[config.mk]
export PLATFORM = sky130hd
export DESIGN_NAME = uart_rx_stat
export DESIGN_NICKNAME = d
export VERILOG_FILES = /design/src/rtl/uart_rx_pkg.sv /design/src/rtl/rx_frame.sv /design/src/rtl/rx_fifo.sv /design/src/rtl/uart_rx_stat.sv
export SDC_FILE = /design/constraint.sdc
export NUM_CORES = 1
export LEC_CHECK = 0
export BUFFER_PORTS_ARGS = -buffer_cell sky130_fd_sc_hd__buf_2
export CAP_MARGIN = 20
export CORE_ASPECT_RATIO = 0.75
export CORE_MARGIN = 2
export CORE_UTILIZATION = 60
export CTS_CLUSTER_SIZE = 20
export DETAILED_ROUTE_END_ITERATION = 16
export PLACE_DENSITY = 0.9
export SLEW_MARGIN = 5
export SYNTH_ARGS = -nofsm -noshare
export SYNTH_HDL_FRONTEND = slang
export SYNTH_SLANG_ARGS = --single-unit
export TNS_END_PERCENT = 5
[constraint.sdc]
create_clock -name clk_i -period 2.8 [get_ports clk_i]
set_clock_uncertainty 0.05 [all_clocks]
set_input_delay 0.42 -clock clk_i [delete_from_list [all_inputs] [get_ports clk_i]]
set_output_delay 0.42 -clock clk_i [all_outputs]
set_load 0.02 [all_outputs]
[src/rtl/uart_rx_pkg.sv]
package uart_rx_pkg;
  typedef struct packed {
    logic       brk;
    logic       fe;
    logic       pe;
    logic [7:0] data;
  } rx_word_t;

  typedef enum logic [2:0] {S_IDLE, S_START, S_DATA, S_PAR, S_STOP, S_WAIT} rx_state_e;

  localparam logic [1:0] PAR_ON    = 2'b00;
  localparam logic [1:0] PAR_FORCE = 2'b01;
  localparam logic [1:0] PAR_NONE  = 2'b10;
  localparam logic [1:0] PAR_MDROP = 2'b11;
endpackage

[src/rtl/rx_frame.sv]
module rx_frame
  import uart_rx_pkg::*;
#(
  parameter int OVS = 16
) (
  input  logic       clk_i,
  input  logic       rst_ni,
  input  logic       clr_i,
  input  logic       run_i,
  input  logic       tick_i,
  input  logic       rxd_i,
  input  logic [1:0] len_sel_i,
  input  logic [1:0] par_mode_i,
  input  logic       par_odd_i,
  output logic       done_o,
  output rx_word_t   word_o
);
  localparam int CW = $clog2(OVS);
  localparam logic [CW-1:0] MID  = CW'(OVS/2 - 1);
  localparam logic [CW-1:0] LAST = CW'(OVS - 1);

  rx_state_e   st_q;
  logic [CW-1:0] cnt_q;
  logic [2:0]  bidx_q;
  logic [7:0]  sh_q;
  logic        pbit_q, allz_q;
  logic [1:0]  sync_q;
  logic        rxd_s;
  logic [2:0]  last_idx;
  logic [7:0]  data_c;
  logic        brk_c, pe_c;

  assign rxd_s    = sync_q[1];
  assign last_idx = {1'b1, len_sel_i};
  assign data_c   = sh_q >> (~len_sel_i);
  assign brk_c    = !rxd_s && allz_q;

  always_comb begin
    unique case (par_mode_i)
      PAR_ON:    pe_c = pbit_q != (^data_c ^ par_odd_i);
      PAR_FORCE: pe_c = pbit_q != par_odd_i;
      PAR_MDROP: pe_c = pbit_q;
      default:   pe_c = 1'b0;
    endcase
  end

  always_ff @(posedge clk_i or negedge rst_ni) begin
    if (!rst_ni) begin
      st_q <= S_IDLE; cnt_q <= '0; bidx_q <= '0; sh_q <= '0;
      pbit_q <= 1'b0; allz_q <= 1'b0; sync_q <= 2'b11;
      done_o <= 1'b0; word_o <= '0;
    end else begin
      done_o <= 1'b0;
      sync_q <= {sync_q[0], rxd_i};
      if (clr_i || !run_i) begin
        st_q <= S_IDLE; cnt_q <= '0;
      end else if (tick_i) begin
        unique case (st_q)
          S_IDLE: if (!rxd_s) begin st_q <= S_START; cnt_q <= '0; end
          S_START: begin
            if (cnt_q == MID) begin
              cnt_q <= '0;
              if (!rxd_s) begin
                st_q <= S_DATA; sh_q <= '0; allz_q <= 1'b1; bidx_q <= '0; pbit_q <= 1'b0;
              end else st_q <= S_IDLE;  // glitch, not a start bit
            end else cnt_q <= cnt_q + 1'b1;
          end
          S_DATA: begin
            if (cnt_q == LAST) begin
              cnt_q  <= '0;
              sh_q   <= {rxd_s, sh_q[7:1]};
              allz_q <= allz_q & ~rxd_s;
              bidx_q <= bidx_q + 1'b1;
              if (bidx_q == last_idx) st_q <= (par_mode_i == PAR_NONE) ? S_STOP : S_PAR;
            end else cnt_q <= cnt_q + 1'b1;
          end
          S_PAR: begin
            if (cnt_q == LAST) begin
              cnt_q <= '0; pbit_q <= rxd_s; allz_q <= allz_q & ~rxd_s; st_q <= S_STOP;
            end else cnt_q <= cnt_q + 1'b1;
          end
          S_STOP: begin
            if (cnt_q == LAST) begin
              cnt_q  <= '0;
              done_o <= 1'b1;
              word_o.brk  <= brk_c;
              word_o.fe   <= !rxd_s && !allz_q;
              word_o.pe   <= brk_c ? 1'b0 : pe_c;
              word_o.data <= brk_c ? 8'h00 : data_c;
              st_q <= rxd_s ? S_IDLE : S_WAIT;
            end else cnt_q <= cnt_q + 1'b1;
          end
          S_WAIT: if (rxd_s) st_q <= S_IDLE;
          default: st_q <= S_IDLE;
        endcase
      end
    end
  end


  brk_zero_chk: assert property (@(posedge clk_i) disable iff (!rst_ni)
    done_o && word_o.brk |-> word_o.data == 8'h00 && !word_o.fe);

  done_single_chk: assert property (@(posedge clk_i) disable iff (!rst_ni)
    done_o |=> !done_o);
endmodule

[src/rtl/rx_fifo.sv]
module rx_fifo #(
  parameter int DEPTH = 3,
  parameter int W     = 11,
  parameter int NFLAG = 3,
  localparam int CW   = $clog2(DEPTH + 1),
  localparam int PW   = (DEPTH > 1) ? $clog2(DEPTH) : 1
) (
  input  logic          clk_i,
  input  logic          rst_ni,
  input  logic          clr_i,
  input  logic          flag_clr_i,
  input  logic          push_i,
  input  logic [W-1:0]  wdata_i,
  input  logic          pop_i,
  output logic [W-1:0]  head_o,
  output logic [CW-1:0] cnt_o
);
  logic [W-1:0]  mem_q [DEPTH];
  logic [PW-1:0] wp_q, rp_q;
  logic          pop_ok;

  function automatic logic [PW-1:0] nxt(input logic [PW-1:0] p);
    return (p == PW'(DEPTH - 1)) ? '0 : p + 1'b1;
  endfunction

  assign pop_ok = pop_i && (cnt_o != '0);
  assign head_o = mem_q[rp_q];

  always_ff @(posedge clk_i or negedge rst_ni) begin
    if (!rst_ni) begin
      wp_q <= '0; rp_q <= '0; cnt_o <= '0;
      for (int i = 0; i < DEPTH; i++) mem_q[i] <= '0;
    end else if (clr_i) begin
      wp_q <= '0; rp_q <= '0; cnt_o <= '0;
    end else begin
      if (flag_clr_i)
        for (int i = 0; i < DEPTH; i++) mem_q[i][W-1 -: NFLAG] <= '0;
      if (push_i) begin
        mem_q[wp_q] <= wdata_i;
        wp_q <= nxt(wp_q);
      end
      if (pop_ok) rp_q <= nxt(rp_q);
      cnt_o <= cnt_o + CW'(push_i) - CW'(pop_ok);
    end
  end


  no_overflow_chk: assert property (@(posedge clk_i) disable iff (!rst_ni)
    push_i |-> cnt_o < CW'(DEPTH));

  cnt_range_chk: assert property (@(posedge clk_i) disable iff (!rst_ni)
    cnt_o <= CW'(DEPTH));
endmodule

[src/rtl/uart_rx_stat.sv]
module uart_rx_stat
  import uart_rx_pkg::*;
#(
  parameter int DEPTH = 3,
  parameter int OVS   = 16
) (
  input  logic       clk_i,
  input  logic       rst_ni,
  input  logic       tick_i,
  input  logic       rxd_i,
  input  logic       rx_en_i,
  input  logic       rx_dis_i,
  input  logic       rx_rst_i,
  input  logic       err_rst_i,
  input  logic [1:0] len_sel_i,
  input  logic [1:0] par_mode_i,
  input  logic       par_odd_i,
  input  logic       blk_err_i,
  input  logic       irq_sel_i,
  input  logic       pop_i,
  output logic [7:0] data_o,
  output logic [5:0] stat_o,
  output logic       irq_o
);
  localparam int W  = $bits(rx_word_t);
  localparam int CW = $clog2(DEPTH + 1);

  logic          en_q, hold_v, ovr_q, done;
  logic [2:0]    acc_q, flags;
  rx_word_t      new_w, hold_q, wdata, head;
  logic [CW-1:0] cnt;
  logic          full, rdy, push_new, drain, push, err_clr;

  rx_frame #(.OVS(OVS)) i_frame (
    .clk_i, .rst_ni, .clr_i(rx_rst_i), .run_i(en_q), .tick_i, .rxd_i,
    .len_sel_i, .par_mode_i, .par_odd_i, .done_o(done), .word_o(new_w)
  );

  assign full     = cnt == CW'(DEPTH);
  assign rdy      = cnt != '0;
  assign push_new = done && !hold_v && !full;
  assign drain    = hold_v && !full;
  assign push     = push_new || drain;
  assign wdata    = drain ? hold_q : new_w;
  assign err_clr  = err_rst_i || rx_rst_i;

  rx_fifo #(.DEPTH(DEPTH), .W(W), .NFLAG(3)) i_fifo (
    .clk_i, .rst_ni, .clr_i(rx_rst_i), .flag_clr_i(err_rst_i),
    .push_i(push), .wdata_i(wdata), .pop_i, .head_o(head), .cnt_o(cnt)
  );

  always_ff @(posedge clk_i or negedge rst_ni) begin
    if (!rst_ni) begin
      en_q <= 1'b0; hold_v <= 1'b0; hold_q <= '0; ovr_q <= 1'b0; acc_q <= '0;
    end else begin
      if (rx_en_i) en_q <= 1'b1;
      else if (rx_dis_i) en_q <= 1'b0;
      if (rx_rst_i) begin
        hold_v <= 1'b0; ovr_q <= 1'b0; acc_q <= '0;
      end else begin
        if (err_rst_i) begin
          hold_q.brk <= 1'b0; hold_q.fe <= 1'b0; hold_q.pe <= 1'b0;
        end
        if (done && !push_new) begin  // park or overwrite the holding stage
          hold_q <= new_w; hold_v <= 1'b1;
        end else if (drain) hold_v <= 1'b0;
        if (err_rst_i) ovr_q <= 1'b0;
        else if (done && full) ovr_q <= 1'b1;
        if (err_rst_i) acc_q <= '0;
        else if (push) acc_q <= acc_q | {wdata.brk, wdata.fe, wdata.pe};
      end
    end
  end

  assign flags  = blk_err_i ? acc_q : (rdy ? {head.brk, head.fe, head.pe} : 3'b000);
  assign stat_o = {flags, ovr_q, full, rdy};
  assign data_o = head.data;
  assign irq_o  = irq_sel_i ? full : rdy;


  ovr_set_chk: assert property (@(posedge clk_i) disable iff (!rst_ni)
    $rose(ovr_q) |-> $past(cnt == CW'(DEPTH)));

  ovr_sticky_chk: assert property (@(posedge clk_i) disable iff (!rst_ni)
    ovr_q && !err_clr |=> ovr_q);

  irq_idle_chk: assert property (@(posedge clk_i) disable iff (!rst_ni)
    cnt == '0 |-> !irq_o);

  rst_clear_chk: assert property (@(posedge clk_i) disable iff (!rst_ni)
    rx_rst_i |=> cnt == '0 && !ovr_q && acc_q == 3'b000);

  acc_keep_chk: assert property (@(posedge clk_i) disable iff (!rst_ni)
    (|acc_q) && !err_clr |=> (|acc_q));
endmodule

==> reports/qor.csv, run 1 <==
metric,value,unit
outcome,"complete, no violations",
CTS root buffer,clkbuf_8,
initial antenna violation count,0,
1st-iter DRT viols,183,
post-synthesis async set-or-reset flop share,100.0,%
H-tree Lvls,3,
Die Area,0.008309,sq mm
Leak Pwr,0.002203,uW
largest net degree at the start of global routing,52,
worst flop-to-flop path endpoint,i_frame.cnt_q[3],
Cell variety after synth,55,
setup_tns,0,ns
Synth Cell Area,0.004553,sq mm
core area,0.007365,sq mm
height of the die,79.44,um
area of the multi-input gates,0.002112,sq mm
Area Overhead vs Synth,9.096,%
TritonCTS Sinks,90,
critical path startpoint category,register,
routed wire length,9369,um
Final ANT Viol Nets,0,
syn nets,511,
vias in the first global route,3454,
Via density,5.825,
Synth Area per Inst,9.273,sq um
initial core utilization,61.82,%
fraction of layout instances using a drive strength above 1,12.72,%
n_diodes,0,
# fillers,608,
first-pass GRT wire length,15880,um
Hold Crit Depth,1,
Chip Width,104.6,um
number of setup violations in the final report,0,
PD cells,531.3,mW/mm^2
Synthesis Warnings,0,
register area share after synthesis,49.52,%
I/O Pins,31,
post-cts resize count,0,
VDD IR max,0.3322,mV
"Clk Latency, worst-skew pair",0.37,ns
FF-to-FF setup slack,0.45,ns
CP startpoint,i_fifo.rp_q[0],
Tcrit/Tclk final,84.00,%
vias,3565,
Crit path required time,2.33,ns
Tot Pwr,2639,uW
post-CTS setup buffer count,0,
post-DP HPWL,6426,um
critical setup path kind,register to output pin,
worst slew pin tran,0.9668,ns
fmax,0.4252,GHz
final hold vios,0,
Rows,27,
Post-Syn Instances,491,
worst setup path endpoint,stat_o[3],
HP Class,primary input to register,
max_cap viols,0,
Reg2Reg Depth,5,
"Slew Viols, Final",0,
Congestion Overflow GR,0,
worst relative slew slack,35.31,%
register bit total from synthesis,90,
fin nets,526,
CTS tree,built,
"EDFF count, synth",0,
RSZ-0062 raised after global routing,false,
Setup crit end kind,output pin,
RR Startpoint,i_frame.st_q[0],
GP Congestion,0.7959,
clock slew at reported path FFs,0.10,ns
Port-buffer cells,30,
Final Critical Period,2.352,ns
drt wl/cell,15.31,um
Bufs on Longest Clock Path,2,
Worst Path Max Fanout,14,
Crit path arrival time,1.88,ns
GRT Total Usage,24.08,%
register area,0.002255,sq mm
total CTS buffers,9,
ys flop type,dfrtp_1,
DRC viols,0,
router iterations before antenna repair,4,
## power breakdown
part           leakage [uW]  internal, uW  total, uW  switching, uW
sequential          0.00123          1330       1380           46.9
clock              0.000101           427        920            493
combinational      0.000875           125        343            218
## worst min-delay path by stage
stage                                  from  slack (ns)           endpoint
final                                 rxd_i         0.1  i_frame.sync_q[0]
after global routing                  rxd_i        0.08  i_frame.sync_q[0]
after CTS                             rxd_i        0.08  i_frame.sync_q[0]
after detailed placement  i_frame.sync_q[0]        0.30  i_frame.sync_q[1]
after global placement    i_frame.sync_q[0]        0.30  i_frame.sync_q[1]
after floorplan                      rst_ni        0.07          async pin
## stage by stage
step / util (%) / hold slack (ns) / cells / setup slack, ns / cell area [sq um]
4_1_cts: 67.45 / 0.07712 / 612 / 0.4199 / 4967
6_report: 67.45 / 0.09601 / 612 / 0.4480 / 4967
3_3_place_gp: 64.53 / 0.2992 / 595 / 0.4088 / 4752
5_1_grt: 67.45 / 0.07799 / 612 / 0.2930 / 4967
2_1_floorplan: - / 0.07441 / 491 / 0.4635 / 4553
3_5_place_dp: 64.53 / 0.3001 / 595 / 0.3735 / 4752
## timing repair
action	4_1_cts	5_1_grt
hold endpoints to repair	37	0
setup endpoints to repair	0	0
hold buffers	1	0
## critical path, stage by stage, from the launching register on
cell and delay, ns:
dfrtp_1 0.65, nor2b_1 0.19, buf_4 0.20, nand2_1 0.08, o21ai_1 0.09, a22o_1 0.15
buf_2 0.16
## layout make-up
cell class / count / share of cell area, %
Clock buffer: 9 / 2.494
Clock inverter: 7 / 1.637
Inverter: 11 / 0.8312
Multi-Input combinational cell: 356 / 42.52
Sequential cell: 90 / 45.39
Tap cell: 101 / 2.544
Timing Repair Buffer: 38 / 4.584
## Yosys cell counts (2+ instances only)
library cell / count / area share, %
dfrtp_1: 88 / 48
nand2_1: 85 / 7.0
o21ai_1: 47 / 5.2
nor2_1: 43 / 3.5
mux2i_1: 27 / 5.9
a21oi_1: 24 / 2.6
clkbuf_1: 24 / 2.0
nand3_1: 18 / 2.0
o21ai_0: 15 / 1.6
nor3_1: 11 / 1.2
inv_1: 9 / 0.74
mux2_1: 8 / 2.0
nand2b_1: 6 / 0.82
xnor2_1: 6 / 1.2
a22o_1: 5 / 0.96
a21o_1: 4 / 0.66
buf_2: 4 / 0.44
ha_1: 4 / 1.1
nor2b_1: 4 / 0.55
xor2_1: 4 / 0.77
buf_4: 3 / 0.49
o2111ai_1: 3 / 0.58
o31ai_1: 3 / 0.49
a22oi_1: 2 / 0.33
a311oi_1: 2 / 0.38
a41oi_1: 2 / 0.38
and2_1: 2 / 0.27
buf_1: 2 / 0.16
dfstp_2: 2 / 1.2
inv_2: 2 / 0.16
nand3b_1: 2 / 0.33
nand4b_1: 2 / 0.38
nor3b_1: 2 / 0.33
nor4_1: 2 / 0.27
o211ai_1: 2 / 0.33
or2_1: 2 / 0.27
xnor2_2: 2 / 0.71
## cells by family (layout without fill, tap and decap cells)
logic type	after synthesis	in the layout	share of synthesized area [%]
multiplexers	37	37	8.656
buffers and inverters	45	65	4.232
adder cells (fa/ha/maj)	5	5	1.319
flip-flops	90	90	49.52
XOR/XNOR	13	13	3.133
AO/OA/AOI/OAI	112	112	14.18
AND/OR/NAND/NOR	189	189	18.96
## metal layers
| layer | part of all wire, % | wire (um) | vias up | track usage, % |
|---|---|---|---|---|
| met1 | 45 | 4226 | 1714 | 31.26 |
| met2 | 49 | 4572 | 109 | 40.46 |
| li1 | - | - | 1731 | - |
| met3 | 5.1 | 480 | 11 | 5.959 |
| met5 | 0 | 0 | - | 0 |
| met4 | 0.95 | 89 | 0 | 7.600 |
## cell usage in the layout (no fill, tap or decap), types with 3 or more instances in the layout
master | Yosys | final
buf_2 | 4 | 29
dfrtp_1 | 88 | 88
nor2b_1 | 4 | 4
nand2b_1 | 6 | 6
a21oi_1 | 24 | 24
xor2_1 | 4 | 4
o2111ai_1 | 3 | 3
o21ai_1 | 47 | 47
o31ai_1 | 3 | 3
o21ai_0 | 15 | 15
mux2i_1 | 27 | 27
a22o_1 | 5 | 5
nor3_1 | 11 | 11
nand3_1 | 18 | 18
ha_1 | 4 | 4
xnor2_1 | 6 | 6
nor2_1 | 43 | 43
nand2_1 | 85 | 85
inv_6 | 0 | 4
mux2_1 | 8 | 8
clkbuf_8 | 0 | 9
a21o_1 | 4 | 4
inv_1 | 9 | 9
buf_4 | 3 | 7
(Power assumes the default switching activity.)
==> run 2: changes to the inputs <==
--- a/config.mk
+++ b/config.mk
@@ -5,14 +5,15 @@
 export SDC_FILE = /design/constraint.sdc
 export NUM_CORES = 1
 export LEC_CHECK = 0
+export ABC_AREA = 1
 export BUFFER_PORTS_ARGS = -buffer_cell sky130_fd_sc_hd__buf_2
 export CAP_MARGIN = 20
 export CORE_ASPECT_RATIO = 0.75
 export CORE_MARGIN = 2
-export CORE_UTILIZATION = 60
+export CORE_UTILIZATION = 54
 export CTS_CLUSTER_SIZE = 20
 export DETAILED_ROUTE_END_ITERATION = 16
-export PLACE_DENSITY = 0.9
+export PLACE_DENSITY = 0.86
 export SLEW_MARGIN = 5
 export SYNTH_ARGS = -nofsm -noshare
 export SYNTH_HDL_FRONTEND = slang
==> constraint.sdc (replaced) <==
create_clock -name clk_i -period 2.1 [get_ports clk_i]
set_clock_uncertainty 0.05 [all_clocks]
set_input_delay 0.315 -clock clk_i [delete_from_list [all_inputs] [get_ports clk_i]]
set_output_delay 0.315 -clock clk_i [all_outputs]
set_load 0.02 [all_outputs]
==> reports/qor.csv, run 2 <==
metric,value,unit,change
vias,4008,,+12%
Final ANT Viol Nets,0,,unchanged
Chip Width,110.1,um,+5.3%
dpl cell area,0.004821,sq mm,+1.4%
TritonCTS Sinks,90,,unchanged
"Clk Latency, worst-skew pair",0.34,ns,-0.03 ns
initial core utilization,56.60,%,-5.2 points
RR Startpoint,i_frame.st_q[0],,
Die Area,0.009204,sq mm,+11%
Congestion Overflow GR,0,,unchanged
Crit path arrival time,1.63,ns,-0.25 ns
fmax,0.5019,GHz,
Final Critical Period,1.992,ns,
CTS tree,built,,
GP Congestion,0.9775,,+23%
Leak Pwr,0.002666,uW,+21%
Synth Cell Area,0.004561,sq mm,+0.16%
fraction of layout instances using a drive strength above 1,11.94,%,-0.78 points
Area contributors post-synth,"dfrtp_1, nand2_1, inv_1",,
Post-synth top cells,"nand2_1, inv_1, dfrtp_1",,
worst-path cell chain,inv_1 -> nand2_2 -> o221ai_1 -> nand2_1 -> o21ai_0 -> buf_2,,
Cell variety after synth,32,,-42%
Worst Path Max Fanout,11,,-3
Setup crit end kind,output pin,,
worst relative slew slack,63.44,%,+28 points
FF-to-FF setup slack,0.18,ns,-0.27 ns
Area Overhead vs Synth,13.00,%,
H-tree Lvls,3,,unchanged
drt wl/cell,13.53,um,-12%
routed wire length,9919,um,+5.9%
RSZ-0062 raised after global routing,true,,
clock slew at reported path FFs,0.06,ns,-0.04 ns
critical setup path kind,register to output pin,,
n_diodes,0,,unchanged
final core utilization,63.96,%,-3.5 points
initial antenna violation count,0,,unchanged
final hold vios,0,,unchanged
max_cap viols,0,,unchanged
GRT Total Usage,22.74,%,-1.3 points
total CTS buffers,9,,unchanged
largest net degree at the start of global routing,91,,+75%
Rows,28,,+3.7%
register bit total from synthesis,90,,unchanged
"leading cell type in the layout, fill and taps excluded",nand2_1,,
worst flop-to-flop path endpoint,i_frame.word_o[7],,
Tot Pwr,4787,uW,+81%
Crit path required time,1.74,ns,-0.59 ns
CP Depth,6,,unchanged
post-synthesis async set-or-reset flop share,100.0,%,unchanged
first-pass GRT wire length,16730,um,+5.3%
Hold Crit Depth,1,,unchanged
router iterations before antenna repair,5,,+1
syn nets,612,,+20%
WP buf/inv,2,,unchanged
1st-iter DRT viols,431,,+140%
outcome,"complete, no violations",,
"Largest stage delay, worst path",0.40,ns,-0.25 ns
PD cells,928.8,mW/mm^2,+75%
CP max-delay cell,dfrtp_1,,
Reg2Reg Depth,7,,+2
ys flop type,dfrtp_1,,
vias in the first global route,3732,,+8.0%
CTS root buffer,clkbuf_16,,
worst slew pin tran,0.5448,ns,-0.4221 ns
HP Class,primary input to register,,
"EDFF count, synth",0,,unchanged
"commonest cells after routing, fill and taps aside","nand2_1, inv_1, dfrtp_1, o21ai_0, nand3_1",,
worst hold margin,0.02634,ns,-0.06968 ns
Synthesis Warnings,0,,unchanged
DRC viols,0,,unchanged
Yosys top cell by area,dfrtp_1,,
Worst Min Path Start,rxd_i,,
Via density,5.468,,-6.1%
setup_tns,0,ns,unchanged
critical path startpoint category,register,,
Hold Path End,i_frame.sync_q[0],,
Synth Area per Inst,7.704,sq um,-17%
height of the die,83.59,um,+5.2%
VDD IR max,0.6213,mV,+87%
Port-buffer cells,30,,unchanged
register area share after synthesis,49.44,%,-0.082 points
area share of the largest cell type after synthesis,48.29,%,-0.080 points
Crit path max-delay family,flip-flops,,
fin nets,643,,+22%
Bufs on Longest Clock Path,2,,unchanged
post-DP HPWL,7331,um,+14%
"Slew Viols, Final",0,,unchanged
core area,0.008058,sq mm,+9.4%
number of setup violations in the final report,0,,unchanged
Post-Syn Instances,592,,+21%
I/O Pins,31,,unchanged
"count leader, synth",nand2_1,,
design area,0.005154,sq mm,+3.8%
Tcrit/Tclk final,94.87,%,
## run 2: how the worst max path moves through the flow
stage                             end        startpoint  slack [ns]
CTS                         stat_o[4]    i_fifo.rp_q[0]        0.10
floorplan             i_frame.st_q[0]  i_frame.cnt_q[0]        0.49
finish                      stat_o[3]    i_fifo.rp_q[0]        0.11
detailed placement  i_frame.word_o[8]      len_sel_i[0]        0.17
global placement    i_frame.word_o[8]      len_sel_i[0]        0.25
global route        i_frame.word_o[3]   i_frame.st_q[0]       -0.02
## run 2: kinds of logic (layout without fill, tap and decap cells)
family | Yosys count | count (layout) | synth area share [%]
fa+ha+maj | 4 | 4 | 1.097
xor+xnor | 3 | 3 | 0.5762
simple gates | 254 | 254 | 23.13
buf+inv | 120 | 156 | 10.59
flops | 90 | 90 | 49.44
compound gates | 121 | 121 | 15.17
## run 2: layout make-up
cell class,count,area [sq um]
Tap cell,105,131.4
Multi-Input combinational cell,382,1841
Fill cell,677,2904
Sequential cell,90,2255
Clock inverter,4,48.80
Inverter,99,371.6
Timing Repair Buffer,41,250.2
Clock buffer,12,256.5
## run 2: worst register-to-register path, stage by stage (launching register included)
cell and delay [ns]:
dfrtp_1 0.44, nor2_1 0.20, inv_2 0.07, nor2_1 0.21
inv_1 0.11, nor4_1 0.28, o21ai_1 0.29, o22ai_1 0.19
## run 2: metrics by stage
step	instances	setup WS [ns]
global route	733	-0.01812
global placement	716	0.2531
detailed placement	716	0.1654
finish	733	0.1077
floorplan	592	0.4914
CTS	733	0.1036
## run 2: power breakdown
part | switching, uW | internal, uW
combinational | 756 | 377
clock | 642 | 987
sequential | 127 | 1900
total | 1520 | 3260
## run 2: repair_timing
item                                    CTS  global route
resized for setup                         2             2
buffers inserted                          0             0
endpoints found under the setup margin    2             4
hold buffers                              1             0
endpoints found under the hold margin    58             0
## run 2: layer usage
metal,wire length (um),global-route usage [%],up-vias
met1,4710,31.96,1865
met5,0,0,-
met4,120,6.023,0
li1,-,-,1981
met3,675,6.635,11
met2,4413,34.47,151
